==> config.mk <==
export PLATFORM = sky130hd
export DESIGN_NAME = pm_event_ctrl
export DESIGN_NICKNAME = d
export VERILOG_FILES = /design/src/rtl/pm_event_ctrl.sv
export SDC_FILE = /design/constraint.sdc
export NUM_CORES = 1
export LEC_CHECK = 0
export ABC_CLOCK_PERIOD_IN_PS = 3500
export CAP_MARGIN = 25
export CORE_MARGIN = 2
export CORE_UTILIZATION = 54
export DETAILED_ROUTE_END_ITERATION = 8
export GPL_ROUTABILITY_DRIVEN = 0
export PLACE_DENSITY = 0.95
export RECOVER_POWER = 50
export SETUP_SLACK_MARGIN = 0.3
export SLEW_MARGIN = 20
export SYNTH_ARGS = -nofsm -noshare
export SYNTH_HDL_FRONTEND = slang
export SYNTH_SLANG_ARGS = --single-unit
==> constraint.sdc <==
create_clock -name clk -period 3.5 [get_ports clk]
set_input_delay 0.7 -clock clk [delete_from_list [all_inputs] [get_ports clk]]
set_output_delay 0.7 -clock clk [all_outputs]
set_load 0.01 [all_outputs]
==> src/rtl/pm_event_ctrl.sv <==
module pm_event_ctrl #(
  parameter int TMR_W = 24
) (
  input  logic        clk,
  input  logic        rst_n,
  input  logic        tick,
  input  logic        reg_we,
  input  logic [1:0]  reg_addr,
  input  logic [15:0] reg_wdata,
  output logic [31:0] reg_rdata,
  input  logic        pwr_btn,
  input  logic        apm_valid,
  input  logic [7:0]  apm_cmd,
  output logic        sci,
  output logic        off_req,
  output logic        wake_req
);
  localparam logic [15:0] STS_BITS = 16'h8101;
  localparam logic [15:0] SCI_MASK = 16'h0521;
  localparam logic [15:0] SLP_TRIG = 16'h2000;

  logic [TMR_W-1:0] tmr;
  logic [15:0] sts, en, ctl;

  wire sts_wr   = reg_we && reg_addr == 2'd0;
  wire en_wr    = reg_we && reg_addr == 2'd1;
  wire ctl_wr   = reg_we && reg_addr == 2'd2;
  wire slp_go   = ctl_wr && reg_wdata[13];
  wire slp_off  = slp_go && reg_wdata[12:10] == 3'd0;
  wire slp_rsm  = slp_go && reg_wdata[12:10] == 3'd1;
  wire ovf_evt  = tick && (&tmr[TMR_W-2:0]);
  wire btn_evt  = pwr_btn && en[8];

  wire [15:0] sts_set = {slp_rsm, 6'd0, btn_evt | slp_rsm, 7'd0, ovf_evt};
  wire [15:0] sts_clr = sts_wr ? reg_wdata : 16'd0;

  always_ff @(posedge clk) begin
    if (!rst_n) begin
      tmr      <= '0;
      sts      <= '0;
      en       <= '0;
      ctl      <= '0;
      off_req  <= 1'b0;
      wake_req <= 1'b0;
    end else begin
      if (tick) tmr <= tmr + 1'b1;
      sts <= ((sts & ~sts_clr) | sts_set) & STS_BITS;
      if (en_wr) en <= reg_wdata;
      if (ctl_wr) ctl <= reg_wdata & ~SLP_TRIG;
      else if (apm_valid && apm_cmd == 8'hF1) ctl[0] <= 1'b1;
      else if (apm_valid && apm_cmd == 8'hF0) ctl[0] <= 1'b0;
      off_req  <= slp_off;
      wake_req <= slp_rsm;
    end
  end

  assign sci = |(sts & en & SCI_MASK);

  always_comb begin
    case (reg_addr)
      2'd0:    reg_rdata = {16'd0, sts};
      2'd1:    reg_rdata = {16'd0, en};
      2'd2:    reg_rdata = {16'd0, ctl};
      default: reg_rdata = 32'(tmr);
    endcase
  end

  AST_TMR_STEP: assert property (@(posedge clk) disable iff (!rst_n)
    tick |=> tmr == $past(tmr) + 1'b1);
  AST_TMR_HOLD: assert property (@(posedge clk) disable iff (!rst_n)
    !tick |=> $stable(tmr));
  AST_OVF_SET: assert property (@(posedge clk) disable iff (!rst_n)
    (tick && (&tmr[TMR_W-2:0])) |=> sts[0]);
  AST_W1C_CLEAR: assert property (@(posedge clk) disable iff (!rst_n)
    (sts_wr && reg_wdata[0] && !(tick && (&tmr[TMR_W-2:0]))) |=> !sts[0]);
  AST_BTN_GATED: assert property (@(posedge clk) disable iff (!rst_n)
    (pwr_btn && !en[8] && !sts_wr && !slp_go) |=> sts[8] == $past(sts[8]));
  AST_OFF_PULSE: assert property (@(posedge clk) disable iff (!rst_n)
    off_req |=> !off_req);
  AST_RSM_FLAGS: assert property (@(posedge clk) disable iff (!rst_n)
    (ctl_wr && reg_wdata[13] && reg_wdata[12:10] == 3'd1) |=> wake_req && sts[15] && sts[8]);
  AST_APM_ON: assert property (@(posedge clk) disable iff (!rst_n)
    (apm_valid && apm_cmd == 8'hF1 && !ctl_wr) |=> ctl[0]);
  AST_NO_TRIG_STORED: assert property (@(posedge clk) disable iff (!rst_n)
    ctl_wr |=> !ctl[13]);
endmodule

==> results_dict.tcl <==
set metrics [dict create \
    status "complete, no violations" \
    dieHeight_um 76.9 \
    drt_pass1_iterations 7 \
    setup-violations-final 0 \
    synth.top_cell.area_share_pct 41.9 \
    groute.usage.overall_pct 26.0 \
    cts_num_sinks 60 \
    ys_seq_elements 60 \
    synth-async-reset-ratio_pct 0 \
    flow.area_growth_from_synthesis_pct 27.4 \
    fin_tns_setup_ns 0 \
    io_buffer_count 58 \
    synth_seq_area_share_pct 41.9 \
    post_synth_instance_area_um2 2870 \
    detailed_place.area_um2 3460 \
    synth_edf_count 0 \
    number_of_antenna_diodes 0 \
    totalWireLength_mm 7.52 \
    tightestPinTransition_ns 1.07 \
    netlist-cell-type-count 43 \
    grt_pass1_wl_mm 12.2 \
    number_of_rows_in_the_core_area 26 \
    fmax_ghz 0.309 \
    detailed_place_hpwl_mm 5.15 \
    clkLatencyLatePin_ns 0.35 \
    synth.avg_cell_area_um2 8.46 \
    cts.htree.levels 3 \
    die_width_um 76.9 \
    vdd.ir_drop.worst_mv 0.296 \
    timing.reg2reg.worst_path_depth 5 \
    power_leakage_nw 1.37 \
    cts-buffers-inserted 9 \
    holdPathStages 2 \
    synthFlopType "sky130_fd_sc_hd__dfxtp_1" \
    postLayoutCellArea_um2 3650 \
    grt_overflow 0 \
    grt_setup_unrepaired "no" \
    final_net_count 427 \
    worst-endpoint-arrival_ns 2.53 \
    endpoint_kind "output pin" \
    clock_pin_slew_worst_setup_and_hold_paths_ns 0.07 \
    core_um2 5110 \
    slowest_delay_ns 0.58 \
    antenna_found_initial 0 \
    final_period_minus_worst_setup_slack_ns 3.23 \
    critical-path-slowest-cell "sky130_fd_sc_hd__dlygate4sd3_1" \
    path_cells "dlygate4sd3_1 -> buf_4 -> mux2_2 -> a22o_1 -> clkdlybuf4s50_1" \
    p_per_area_nw_per_um2 396 \
    hold_viol 0 \
    hold-worst-slack_ns 0.456 \
    post-route-drc-count 0 \
    ios 67 \
    netlist.top_cell.by_area "sky130_fd_sc_hd__dfxtp_1" \
    clockRootBuffer "sky130_fd_sc_hd__clkbuf_8" \
    worst-path-max-fanout 10 \
    synthesis.yosys.warnings 0 \
    finalMaxSlewViolations 0 \
    clock-skew-final_ns 0.00653 \
    antenna_left 0 \
    wl_per_cell_um 16.0 \
    cts_max_path_buffers 2 \
    slew_headroom_pct 28.7 \
    dieArea_um2 5910 \
    critPathRequiredTime_ns 2.80 \
    vias_per_cell 5.80 \
    routed-via-count 2721 \
    grt_max_degree 53 \
    design_power_total_mw 1.45 \
    period_share_pct 92.3 \
    timing.setup.critical_path_class "in2out" \
    starting_density_of_the_core_pct 56.1 \
    cts_tree "yes" \
    cap_violations 0 \
    timing.hold.worst.class "reg2reg" \
    cells_taking_the_most_area_after_synthesis "sky130_fd_sc_hd__dfxtp_1, sky130_fd_sc_hd__nand2_1, sky130_fd_sc_hd__a21oi_1" \
    detail_route.iter0.violations 222 \
    postSynthCellCount 339 \
    number_of_global_route_vias_before_repair 2591 \
    final_layout_size_suffix_gt1_share_pct 10.3 \
    cp-start-kind "input port" \
]
-- flip-flops by register name, summed over array words and instances (netlist names) --
| name | count |
|---|---|
| tmr | 24 |
| en | 16 |
| ctl | 15 |
| sts | 3 |
| off_req | 1 |
| wake_req | 1 |
-- report_power, final --
part,internal [mW],switching [mW]
registers,0.698,0.0107
logic,0.0672,0.0698
clock network,0.325,0.275
total,1.09,0.356
-- per-stage QoR --
step | instances | util [%] | setup WS [ns]
final | 469 | 71.5 | 0.269
after global routing | 469 | 71.5 | 0.242
after CTS | 468 | 71.3 | 0.308
after detailed placement | 452 | 67.7 | 0.255
after global placement | 452 | 67.7 | 0.337
after floorplan | 346 | - | 0.979
-- what timing repair did --
action,in CTS,in global routing
hold buffers,0,0
buffers inserted,0,1
resized for setup,1,2
endpoints found under the setup margin,2,10
pin swaps,0,0
-- cells in the final DEF, fill, tap and decap left out, drive strengths merged, types with 2 or more instances in the layout --
master / instances
mux2: 12
nand4: 9
clkinv: 4
dfxtp: 60
conb: 8
and3: 12
nand3: 7
inv: 4
o21ai: 5
xor2: 8
xnor2: 5
or3: 3
nor3: 2
o31ai: 4
mux2i: 5
nor2b: 3
clkdlybuf4s50: 51
a21oi: 38
dlygate4sd3: 6
or4: 4
and4: 3
nor4: 3
nor2: 14
nand2: 76
nand2b: 3
clkbuf: 13
a22o: 13
o21a: 2
mux4: 3
buf: 6
-- worst max-delay path: cells and delay by family --
family / cells / cell delay [ns]
buffers and inverters: 3 / 1.27
AOI/OAI and AO/OA: 1 / 0.20
muxes: 1 / 0.36
-- final timing paths --
| path | to | slack [ns] | startpoint |
|---|---|---|---|
| hold reg to reg | en[6] | 0.46 | en[6] |
| setup / recovery | reg_rdata[1] | 0.27 | reg_addr[0] |
| hold / removal | en[6] | 0.46 | en[6] |
| setup reg to reg | tmr[22] | 1.43 | tmr[1] |
-- final cells by class --
| type | instances | area [um^2] |
|---|---|---|
| clock buffer | 11 | 131 |
| clock inverter | 5 | 52.6 |
| fill | 359 | 1460 |
| inverter | 5 | 18.8 |
| multi-input combinational | 252 | 1520 |
| sequential | 60 | 1200 |
| tap | 70 | 87.6 |
| timing repair buffer | 66 | 641 |
-- synth_stat cells (all sizes together), types with 7 or more instances --
master,instances
nor2,14
and3,12
a22o,13
clkbuf,16
xor2,8
nand2,76
mux2,12
dfxtp,60
buf,13
nand4,9
nand3,7
a21oi,38
-- layer usage --
layer  vias up  part of all wire, %  global-route usage [%]
met5         -                    0                       0
met4         0                  1.3                    10.4
met3        12                  7.8                    6.47
met2       140                   49                    44.2
met1      1292                   42                    31.4
li1       1277                    -                       -
-- logic make-up after synthesis --
family	after synthesis	share of synthesized area [%]
AO/OA/AOI/OAI	64	13.6
adder cells (fa/ha/maj)	1	0.436
buffers and inverters	34	6.11
multiplexers	20	8.82
other	1	0.131
flip-flops	60	41.9
AND/OR/NAND/NOR	146	25.0
XOR/XNOR	13	3.97
Power figures use the tool's default switching activity.
